==> config.mk <==
export PLATFORM = sky130hd
export DESIGN_NAME = ptw_walker
export DESIGN_NICKNAME = d
export VERILOG_FILES = /design/src/rtl/ptw_pkg.sv /design/src/rtl/ptw_addr_gen.sv /design/src/rtl/ptw_entry_eval.sv /design/src/rtl/ptw_ctrl.sv /design/src/rtl/ptw_walker.sv
export SDC_FILE = /design/constraint.sdc
export NUM_CORES = 1
export LEC_CHECK = 0
export CAP_MARGIN = 25
export CORE_MARGIN = 2
export CORE_UTILIZATION = 40
export CTS_CLUSTER_DIAMETER = 30
export DETAILED_ROUTE_END_ITERATION = 10
export DONT_BUFFER_PORTS = 1
export SYNTH_ARGS = -nofsm -noshare
export SYNTH_HDL_FRONTEND = slang
export SYNTH_HIERARCHICAL = 1
export SYNTH_SLANG_ARGS = --single-unit
==> constraint.sdc <==
create_clock -name clk -period 2.55 [get_ports clk]
set_input_delay 0.765 -clock clk [delete_from_list [all_inputs] [get_ports clk]]
set_output_delay 0.765 -clock clk [all_outputs]
set_load 0.01 [all_outputs]
==> src/rtl/ptw_pkg.sv <==
package ptw_pkg;

  typedef enum logic [1:0] {
    S_IDLE,
    S_ISSUE,
    S_WAIT,
    S_DONE
  } walk_state_e;

  // bit positions inside an 18-bit page entry
  localparam int ENT_ACC   = 17;
  localparam int ENT_WR    = 16;
  localparam int ENT_SOFT  = 15;
  localparam int ENT_CACHE = 14;

  // bit positions inside the 36-bit fault word
  localparam int FW_VIRT  = 35;
  localparam int FW_USER  = 34;
  localparam int FW_WRITE = 33;
  localparam int FW_ACC   = 32;
  localparam int FW_SOFT  = 31;
  localparam int FW_WPRB  = 30;
  localparam int FW_CPRB  = 29;
  localparam int FW_NXM   = 28;
  localparam int FW_PHYS  = 27;

endpackage

==> src/rtl/ptw_addr_gen.sv <==
module ptw_addr_gen #(
  parameter int          VPN_W    = 9,
  parameter int          PA_W     = 20,
  parameter int unsigned OFS_UMAP = 0,
  parameter int unsigned OFS_X000 = 384,
  parameter int unsigned OFS_X340 = 256,
  parameter int unsigned OFS_X400 = 128,
  parameter int unsigned SPLIT_LO = 224,
  parameter int unsigned SPLIT_HI = 256
) (
  input  logic [VPN_W-1:0] vpn,
  input  logic             user,
  input  logic [PA_W-1:0]  exec_base,
  input  logic [PA_W-1:0]  user_base,
  output logic [PA_W:0]    word_addr
);
  localparam int SW = PA_W + 1;
  localparam logic [VPN_W-1:0] LO = VPN_W'(SPLIT_LO);
  localparam logic [VPN_W-1:0] HI = VPN_W'(SPLIT_HI);

  logic [SW-1:0]    base;
  logic [SW-1:0]    ofs;
  logic [VPN_W-1:0] rel;

  always_comb begin
    if (user) begin
      base = {1'b0, user_base};
      ofs  = SW'(OFS_UMAP);
      rel  = vpn;
    end else if (vpn < LO) begin
      base = {1'b0, exec_base};
      ofs  = SW'(OFS_X000);
      rel  = vpn;
    end else if (vpn < HI) begin
      base = {1'b0, user_base};
      ofs  = SW'(OFS_X340);
      rel  = vpn - LO;
    end else begin
      base = {1'b0, exec_base};
      ofs  = SW'(OFS_X400);
      rel  = vpn - HI;
    end
    word_addr = base + ofs + SW'(rel >> 1);
  end
endmodule

==> src/rtl/ptw_entry_eval.sv <==
module ptw_entry_eval
  import ptw_pkg::*;
#(
  parameter int WORD_W    = 36,
  parameter int VA_W      = 18,
  parameter int PA_W      = 20,
  parameter int PAGE_BITS = 9
) (
  input  logic [WORD_W-1:0] word,
  input  logic              odd,
  input  logic              wr,
  input  logic              con,
  input  logic              prb,
  input  logic              user,
  input  logic [VA_W-1:0]   vaddr,
  input  logic              nxm,
  input  logic [PA_W-1:0]   nxm_addr,
  output logic              ok,
  output logic              install,
  output logic              trap,
  output logic [PA_W+1:0]   entry,
  output logic [WORD_W-1:0] fword
);
  localparam int HALF_W = WORD_W / 2;
  localparam int PPN_W  = PA_W - PAGE_BITS;

  logic [HALF_W-1:0] half;
  logic acc, wbit, sbit, cbit, grant;

  always_comb begin
    half  = odd ? word[HALF_W-1:0] : word[WORD_W-1:HALF_W];
    acc   = half[ENT_ACC];
    wbit  = half[ENT_WR];
    sbit  = half[ENT_SOFT];
    cbit  = half[ENT_CACHE];
    grant = !nxm && acc && (!wr || wbit);

    ok      = grant;
    install = grant && !con;
    trap    = !grant && !con && !prb;

    entry = '0;
    if (grant) entry = {wbit, 1'b1, half[PPN_W-1:0], {PAGE_BITS{1'b0}}};

    fword = '0;
    if (nxm) begin
      fword[FW_NXM]     = 1'b1;
      fword[FW_PHYS]    = 1'b1;
      fword[FW_USER]    = user;
      fword[PA_W-1:0]   = nxm_addr;
    end else begin
      fword[FW_VIRT]    = 1'b1;
      fword[FW_USER]    = user;
      fword[FW_WRITE]   = wr;
      fword[FW_ACC]     = acc;
      fword[FW_SOFT]    = sbit && (acc || prb);
      fword[FW_WPRB]    = prb && wbit;
      fword[FW_CPRB]    = prb && cbit;
      fword[VA_W-1:0]   = vaddr;
    end
  end
endmodule

==> src/rtl/ptw_ctrl.sv <==
module ptw_ctrl
  import ptw_pkg::*;
(
  input  logic        clk,
  input  logic        rst_n,
  input  logic        req_valid,
  input  logic        nxm_now,
  input  logic        mem_req_ready,
  input  logic        mem_rsp_valid,
  output walk_state_e state,
  output logic        cap_req,
  output logic        cap_data
);
  walk_state_e state_q, state_d;

  always_comb begin
    state_d  = state_q;
    cap_req  = 1'b0;
    cap_data = 1'b0;
    unique case (state_q)
      S_IDLE:  if (req_valid) begin
                 cap_req = 1'b1;
                 state_d = nxm_now ? S_DONE : S_ISSUE;
               end
      S_ISSUE: if (mem_req_ready) state_d = S_WAIT;
      S_WAIT:  if (mem_rsp_valid) begin
                 cap_data = 1'b1;
                 state_d  = S_DONE;
               end
      S_DONE:  state_d = S_IDLE;
      default: state_d = S_IDLE;
    endcase
  end

  always_ff @(posedge clk or negedge rst_n) begin
    if (!rst_n) state_q <= S_IDLE;
    else        state_q <= state_d;
  end

  assign state = state_q;
endmodule

==> src/rtl/ptw_walker.sv <==
module ptw_walker
  import ptw_pkg::*;
#(
  parameter int          VA_W      = 18,
  parameter int          PAGE_BITS = 9,
  parameter int          PA_W      = 20,
  parameter int          WORD_W    = 36,
  parameter int unsigned MEM_WORDS = 786432,
  parameter int unsigned OFS_UMAP  = 0,
  parameter int unsigned OFS_X000  = 384,
  parameter int unsigned OFS_X340  = 256,
  parameter int unsigned OFS_X400  = 128
) (
  input  logic              clk,
  input  logic              rst_n,
  input  logic              req_valid,
  output logic              req_ready,
  input  logic [VA_W-1:0]   req_vaddr,
  input  logic              req_user,
  input  logic              req_write,
  input  logic              req_console,
  input  logic              req_probe,
  input  logic [PA_W-1:0]   exec_base,
  input  logic [PA_W-1:0]   user_base,
  output logic              mem_req_valid,
  input  logic              mem_req_ready,
  output logic [PA_W-1:0]   mem_addr,
  input  logic              mem_rsp_valid,
  input  logic [WORD_W-1:0] mem_rsp_data,
  output logic              rsp_valid,
  output logic              rsp_ok,
  output logic              rsp_install,
  output logic              rsp_trap,
  output logic              rsp_nxm,
  output logic [PA_W+1:0]   rsp_entry,
  output logic [WORD_W-1:0] rsp_fword
);
  localparam int VPN_W = VA_W - PAGE_BITS;
  localparam int unsigned SPLIT_LO = 7 * (1 << (VPN_W - 3)) / 2;  // octal 340 for 9-bit vpn
  localparam int unsigned SPLIT_HI = 1 << (VPN_W - 1);            // octal 400 for 9-bit vpn

  walk_state_e state;
  logic cap_req, cap_data, nxm_now;
  logic [PA_W:0] word_addr_w;

  logic [VA_W-1:0]   vaddr_q;
  logic              user_q, wr_q, con_q, prb_q, nxm_q;
  logic [PA_W-1:0]   addr_q;
  logic [WORD_W-1:0] data_q;

  logic              ok_w, install_w, trap_w;
  logic [PA_W+1:0]   entry_w;
  logic [WORD_W-1:0] fword_w;

  ptw_addr_gen #(
    .VPN_W(VPN_W), .PA_W(PA_W),
    .OFS_UMAP(OFS_UMAP), .OFS_X000(OFS_X000),
    .OFS_X340(OFS_X340), .OFS_X400(OFS_X400),
    .SPLIT_LO(SPLIT_LO), .SPLIT_HI(SPLIT_HI)
  ) i_addr (
    .vpn       (req_vaddr[VA_W-1:PAGE_BITS]),
    .user      (req_user),
    .exec_base (exec_base),
    .user_base (user_base),
    .word_addr (word_addr_w)
  );

  assign nxm_now = word_addr_w >= (PA_W+1)'(MEM_WORDS);

  ptw_ctrl i_ctrl (
    .clk           (clk),
    .rst_n         (rst_n),
    .req_valid     (req_valid),
    .nxm_now       (nxm_now),
    .mem_req_ready (mem_req_ready),
    .mem_rsp_valid (mem_rsp_valid),
    .state         (state),
    .cap_req       (cap_req),
    .cap_data      (cap_data)
  );

  always_ff @(posedge clk or negedge rst_n) begin
    if (!rst_n) begin
      vaddr_q <= '0;
      user_q  <= 1'b0;
      wr_q    <= 1'b0;
      con_q   <= 1'b0;
      prb_q   <= 1'b0;
      nxm_q   <= 1'b0;
      addr_q  <= '0;
    end else if (cap_req) begin
      vaddr_q <= req_vaddr;
      user_q  <= req_user;
      wr_q    <= req_write;
      con_q   <= req_console;
      prb_q   <= req_probe;
      nxm_q   <= nxm_now;
      addr_q  <= word_addr_w[PA_W-1:0];
    end
  end

  always_ff @(posedge clk or negedge rst_n) begin
    if (!rst_n)        data_q <= '0;
    else if (cap_data) data_q <= mem_rsp_data;
  end

  ptw_entry_eval #(
    .WORD_W(WORD_W), .VA_W(VA_W), .PA_W(PA_W), .PAGE_BITS(PAGE_BITS)
  ) i_eval (
    .word     (data_q),
    .odd      (vaddr_q[PAGE_BITS]),
    .wr       (wr_q),
    .con      (con_q),
    .prb      (prb_q),
    .user     (user_q),
    .vaddr    (vaddr_q),
    .nxm      (nxm_q),
    .nxm_addr (addr_q),
    .ok       (ok_w),
    .install  (install_w),
    .trap     (trap_w),
    .entry    (entry_w),
    .fword    (fword_w)
  );

  assign req_ready     = (state == S_IDLE);
  assign mem_req_valid = (state == S_ISSUE);
  assign mem_addr      = addr_q;
  assign rsp_valid     = (state == S_DONE);
  assign rsp_ok        = rsp_valid && ok_w;
  assign rsp_install   = rsp_valid && install_w;
  assign rsp_trap      = rsp_valid && trap_w;
  assign rsp_nxm       = rsp_valid && nxm_q;
  assign rsp_entry     = rsp_valid ? entry_w : '0;
  assign rsp_fword     = rsp_valid ? fword_w : '0;
endmodule

======== Word level (Yosys, flattened, before mapping) ========
Index checks and enable logic that the tools add are counted.
word-level totals
  register bits ........................... 81
  bits of input ports ..................... 103
  output and inout port bits .............. 85
  logic and storage cells ................. 70
cells by class
  add/sub/neg operators ................... 4
  $lt $le $gt $ge ......................... 3
  eq/ne operators ......................... 6
  multiplexer cells ....................... 27
  reductions and logical operators ........ 21
operator list
  kind                                                                     count
  21-bit 2-to-1 mux                                                        4
  22-bit 2-to-1 mux                                                        2
  18-bit 2-to-1 mux                                                        2
  36-bit 2-to-1 mux                                                        1
  9-bit 2-to-1 mux                                                         4
  21-bit adder                                                             1
  21-bit by 8-bit adder with 21-bit output                                 1
  21-bit by 20-bit >= comparator with 1-bit output, second input constant  1
  20-bit 2-to-1 mux                                                        1
  1-bit logical AND                                                        12
  2-bit 2-to-1 mux                                                         6
  9-bit by 8-bit < comparator with 1-bit output, second input constant     1
  9-bit < comparator, second input constant                                1
  9-bit by 8-bit subtractor with 9-bit output, second input constant       1
  9-bit subtractor, second input constant                                  1
  2-bit one-hot mux with 4 select lines                                    1
  1-bit zero test                                                          5
  1-bit 2-to-1 mux                                                         5
  5-bit 2-to-1 mux                                                         1
  2-bit equality test, second input constant                               2
  2-bit inequality test, second input constant                             2
  3-bit AND reduction                                                      1
  2-bit by 1-bit equality test with 1-bit output, second input constant    1
  2-bit zero test                                                          1
  other kinds (2)                                                          3

======== Logic depth before layout (Yosys ltp) ========
  word-level depth ........................ 10
  gate-level depth with buffers ........... 17
  mapped depth without buffers ............ 16

======== Cells and area by module ========
The synthesis kept the hierarchy.
modules (own cells, without submodules)
  module          times used  cells each  area an instance (sq um)  seq. area each (sq um)
  ptw_walker      1           247         3771.1                    1976.9
  ptw_addr_gen    1           136         1162.4                    0.0
  ptw_entry_eval  1           86          661.9                     0.0
  ptw_ctrl        1           18          177.7                     50.0

======== Worst setup path after synthesis ========
Ideal clock, no wire load.
  kind .................................... input to register
  start ................................... in req_vaddr[14]
  end ..................................... reg nxm_q
  library setup time ...................... 125 ps
  arrival ................................. 4260 ps
  required time ........................... 2425 ps
  setup slack ............................. -1835 ps
  cell stages on the path ................. 16
  path buffers ............................ 1
  cell sequence ........................... ha_1 -> and3b_2 -> nor2_4 -> buf_2 -> mux2_2 -> ha_1 -> ha_1 -> fa_1 -> a21o_1 -> a221oi_2 -> a22oi_2 -> nand2_1 -> nor2_1 -> xnor2_1 -> a21o_1 -> mux2_2
between the ends
  cells in the longest elaborated chain, start to end .. 7
  elaborated cells between the ends (all ways) .. 16
  those cells by class .................... add/sub: 4; order compare: 3; mux: 9
RTL lines
  what                                                          line                source
  start: declaration                                            ptw_walker.sv:18    input logic [VA_W-1:0] req_vaddr,
  9-bit < comparator                                            ptw_addr_gen.sv:34  end else if (vpn < HI) begin
  20-bit 2-to-1 mux / 9-bit 2-to-1 mux (equally long branches)  ptw_addr_gen.sv:34
  21-bit 2-to-1 mux                                             ptw_addr_gen.sv:30  end else if (vpn < LO) begin
  21-bit 2-to-1 mux                                             ptw_addr_gen.sv:26  if (user) begin
  21-bit adder                                                  ptw_addr_gen.sv:43  word_addr = base + ofs + SW'(rel >> 1);
  21-bit by 8-bit adder with 21-bit output *                    ptw_addr_gen.sv:43
  via word_addr_w[19]                                           ptw_walker.sv:44    logic [PA_W:0] word_addr_w;
  21-bit by 20-bit >= comparator with 1-bit output *            ptw_walker.sv:68    assign nxm_now = word_addr_w >= (PA_W+1)'(MEM_WORDS);
  via nxm_now                                                   ptw_walker.sv:43    logic cap_req, cap_data, nxm_now;
  end signal: assignment                                        ptw_walker.sv:97    nxm_q <= nxm_now;
  end: declaration                                              ptw_walker.sv:47    logic user_q, wr_q, con_q, prb_q, nxm_q;
The timed path passes the listed nets; every way through them passes the cells marked *.
A chain may end at the register's enable or synchronous reset.

======== Worst setup path in the final report ========
  start ................................... in req_vaddr[15]
  end ..................................... reg nxm_q
Same word-level chain as after synthesis.

==> flow_summary_export.csv <==
group,metric,value,unit
clocking,root_buffer,"sky130_fd_sc_hd__clkbuf_16",
critical_path,timing.critical_path.cells,"ha_4, and3b_2, nor2_4, buf_12, mux2_4, ha_4, ha_4, fa_2, a21o_1, a221oi_2, a22oi_2, nand2_2, nor2_2, xnor2_2, a21o_1, mux2_4",
timing,finalCritPeriodShare,1.40,
synth,synth.yosys.warnings,6,
critical_path,worst_setup_path_end_kind,"flip-flop",
drt,detailedRoute.firstPassIterationCount,4,
die,coreArea,0.0134,mm²
placed_design,placement.io_buffers,0,
clocking,tritoncts,"done",
placed_design,dpl_cell_area,0.00592,mm²
drt,drt_first_iter_violations,204,
drt,remaining_drc_errors,0,
timing,report.final.setup_viol,20,
timing,final_period_minus_worst_setup_slack,3.57,ns
critical_path,timing.rr.start,"i_ctrl/state[0]$_DFFE_PN0P_",
finish,design.final.nets,628,
clocking,max-clock-path-buffers,2,
synth,post_synth.cell_area_avg,11.7,µm²
clocking,cts_max_level,3,
job,maxCapViolCount,0,
drt,detail_route.wl_per_cell,20.2,µm
placed_design,place_hpwl,10.1,mm
power_and_ir_drop,static-leakage-power,3.01,nW
critical_path,critPathArrivalTime,3.80,ns
critical_path,cp.required,2.78,ns
placed_design,post-place-ws,-1.45,ns
power_and_ir_drop,powerDensity,1100,mW/mm²
global_route,grt.overflow.total,0,
critical_path,critical_path.max_stage_delay,0.33,ns
timing,least_setup_slack_across_all_paths_after_layout,-1.02,ns
die,die_outline_area,0.0148,mm²
outcome,failed_checks,"negative setup slack",
global_route,grt_first_pass_wirelength,21.1,mm
finish,layout.cell_area.non_filler,0.00648,mm²
power_and_ir_drop,ir_drop,469,µV
die,die-height,122,µm
timing,max_clock_freq,280,MHz
global_route,antenna_found_initial,1,
drt,postRouteWirelength,13.8,mm
global_route,pin_count_of_the_biggest_net_entering_global_routing,76,
power_and_ir_drop,p_switching,2.66,mW
finish,flow.area_growth_from_synthesis,17.1,%
critical_path,crit_path_start_kind,"input pin",
power_and_ir_drop,power.internal,4.48,mW
critical_path,path_class,"in -> reg",
global_route,first_global_vias,3822,
critical_path,timing.critical_path.slowest_stage_cell,"sky130_fd_sc_hd__fa_2",
timing,slew_viol_final,0,
power_and_ir_drop,share_comb_of_total_power,0.487,
hold_path,timing.hold.worst.class,"in -> async",
clocking,clkSlewWorstSetupHoldPaths,0.06,ns
timing,final.hold.worst_slack,0.116,ns
timing,unrepaired_setup_endpoints_after_global_routing,"yes",
die,die_x,122,µm
timing,final-hold-violation-count,0,
global_route,grt_use_total,0.187,
drt,ant_nets,0,
clocking,numClockSinks,75,
die,io-pin-count,188,
power_and_ir_drop,p_sw_frac,0.373,
timing,worstMarginPinSlew,0.547,ns
synth,netlist_instances,475,
power_and_ir_drop,share_clk_of_total_power,0.169,
die,effective_utilization_at_floorplan,0.413,
placed_design,place.detailed.instances,658,
placed_design,gp_congestion,0.801,
timing,post_route_skew,0.00761,ns
critical_path,top_cell_by_count_worst_path,"sky130_fd_sc_hd__ha_4",
synth,synth_area,0.00554,mm²
drt,route.detailed.vias_per_inst,5.32,
clocking,numCtsBuffers,9,
power_and_ir_drop,seq_power_share,0.344,
drt,dr_total_vias,3635,
critical_path,critical_path.max_fanout,5,
finish,layout.cells.non_filler,683,
critical_path,crit_start,"req_vaddr[15]",
finish,drive_above_1_share,0.462,
outcome,outcome,"complete, but fails checks",
die,core.rowCount,42,
timing,timing.max_slew.rel_slack,0.635,
clocking,insertion_delay,0.34,ns
-- through the flow --
stage	setup TNS, ns	total power, mW	utilization
after floorplan	-22.84	5.22	-
after global placement	-21.67	5.68	0.442
after detailed placement	-22.57	5.78	0.442
after CTS	-14.57	7.07	0.468
after global routing	-16.38	7.61	0.484
final	-14.47	7.15	0.484
-- final timing paths --
path                                                to  slack (ns)  cells after the start
worst max-delay path                 nxm_q$_DFFE_PN0P_       -1.02                     16
worst min-delay path            vaddr_q[6]$_DFFE_PN0P_        0.12                      0
worst max register to register       prb_q$_DFFE_PN0P_        0.56                      5
worst min register to register  vaddr_q[7]$_DFFE_PN0P_        0.51                      1
max in group asynchronous       data_q[19]$_DFFE_PN0P_        2.31                      0
min in group clk                vaddr_q[7]$_DFFE_PN0P_        0.51                      1
-- area by class of cell --
| type | instances | area (µm²) |
|---|---|---|
| clock buffers | 11 | 243 |
| diodes | 1 | 2.50 |
| multi-input cells | 353 | 3600 |
| repair buffers | 51 | 463 |
| flip-flops and latches | 75 | 1880 |
| clock inverters | 5 | 36.3 |
| inverters | 11 | 42.5 |
| fillers | 1190 | 6920 |
| well taps | 176 | 220 |
-- sequential cells by signal, indices dropped and copies added (netlist names) --
| name | cells |
|---|---|
| nxm_q | 1 |
| vaddr_q | 18 |
| i_ctrl/state | 2 |
| user_q | 1 |
| data_q | 30 |
| wr_q | 1 |
| prb_q | 1 |
| con_q | 1 |
| mem_addr | 20 |
-- power groups by stage --
| stage | clock (mW) | sequential, mW | combinational [mW] |
|---|---|---|---|
| final | 1.20 | 2.46 | 3.48 |
| after global routing | 1.30 | 2.55 | 3.77 |
| after CTS | 1.24 | 2.46 | 3.37 |
| after detailed placement | 0 | 2.47 | 3.31 |
| after global placement | 0 | 2.43 | 3.25 |
| after floorplan | 0 | 2.19 | 3.03 |
-- what timing repair did --
item | in CTS | in global routing
hold buffers | 0 | 0
cloned | 0 | 0
pin swaps | 16 | 13
endpoints found under the setup margin | 34 | 34
gates resized for setup | 8 | 40
setup buffers | 5 | 5
-- worst max-delay path, delay by kind of cell --
kind,cells,cell delay [ns]
adders and majority gates,4,0.85
AOI/OAI and AO/OA,4,0.83
muxes,2,0.56
and+or+nand+nor,4,0.51
xor gates and xnor gates,1,0.14
buffers and inverters,1,0.13
-- cells in the final DEF (no fill, tap or decap), types with 2 or more instances in the layout --
master / n
sky130_fd_sc_hd__dfrtp_1: 72
sky130_fd_sc_hd__mux2_4: 71
sky130_fd_sc_hd__and3_1: 53
sky130_fd_sc_hd__buf_4: 39
sky130_fd_sc_hd__mux2_2: 32
sky130_fd_sc_hd__mux2i_1: 28
sky130_fd_sc_hd__nor2_1: 17
sky130_fd_sc_hd__conb_1: 16
sky130_fd_sc_hd__and3_4: 12
sky130_fd_sc_hd__ha_1: 11
sky130_fd_sc_hd__inv_1: 10
sky130_fd_sc_hd__ha_4: 10
sky130_fd_sc_hd__clkbuf_16: 9
sky130_fd_sc_hd__xor2_1: 9
sky130_fd_sc_hd__xnor2_1: 9
sky130_fd_sc_hd__buf_6: 8
sky130_fd_sc_hd__nand2_1: 6
sky130_fd_sc_hd__nand3_1: 6
sky130_fd_sc_hd__a21o_1: 4
sky130_fd_sc_hd__a21oi_2: 4
sky130_fd_sc_hd__nand2_2: 4
sky130_fd_sc_hd__nor2_2: 4
sky130_fd_sc_hd__xnor2_2: 4
sky130_fd_sc_hd__nand4_1: 4
sky130_fd_sc_hd__buf_12: 4
sky130_fd_sc_hd__nor2b_1: 3
sky130_fd_sc_hd__and2_1: 3
sky130_fd_sc_hd__clkinvlp_4: 3
sky130_fd_sc_hd__nor2_4: 3
sky130_fd_sc_hd__a21oi_1: 3
sky130_fd_sc_hd__dfrtp_2: 3
sky130_fd_sc_hd__and2_4: 2
sky130_fd_sc_hd__o21ai_0: 2
sky130_fd_sc_hd__a211oi_2: 2
sky130_fd_sc_hd__a21oi_4: 2
sky130_fd_sc_hd__and2_2: 2
-- routing by layer --
layer,vias up,GRT usage,part of all wire
met3,23,0.0613,0.073
met2,125,0.301,0.47
met5,-,0,0
li1,1710,-,-
met4,0,0.0726,0.025
met1,1777,0.233,0.44
No activity file was read; power rests on OpenSTA's default activity.
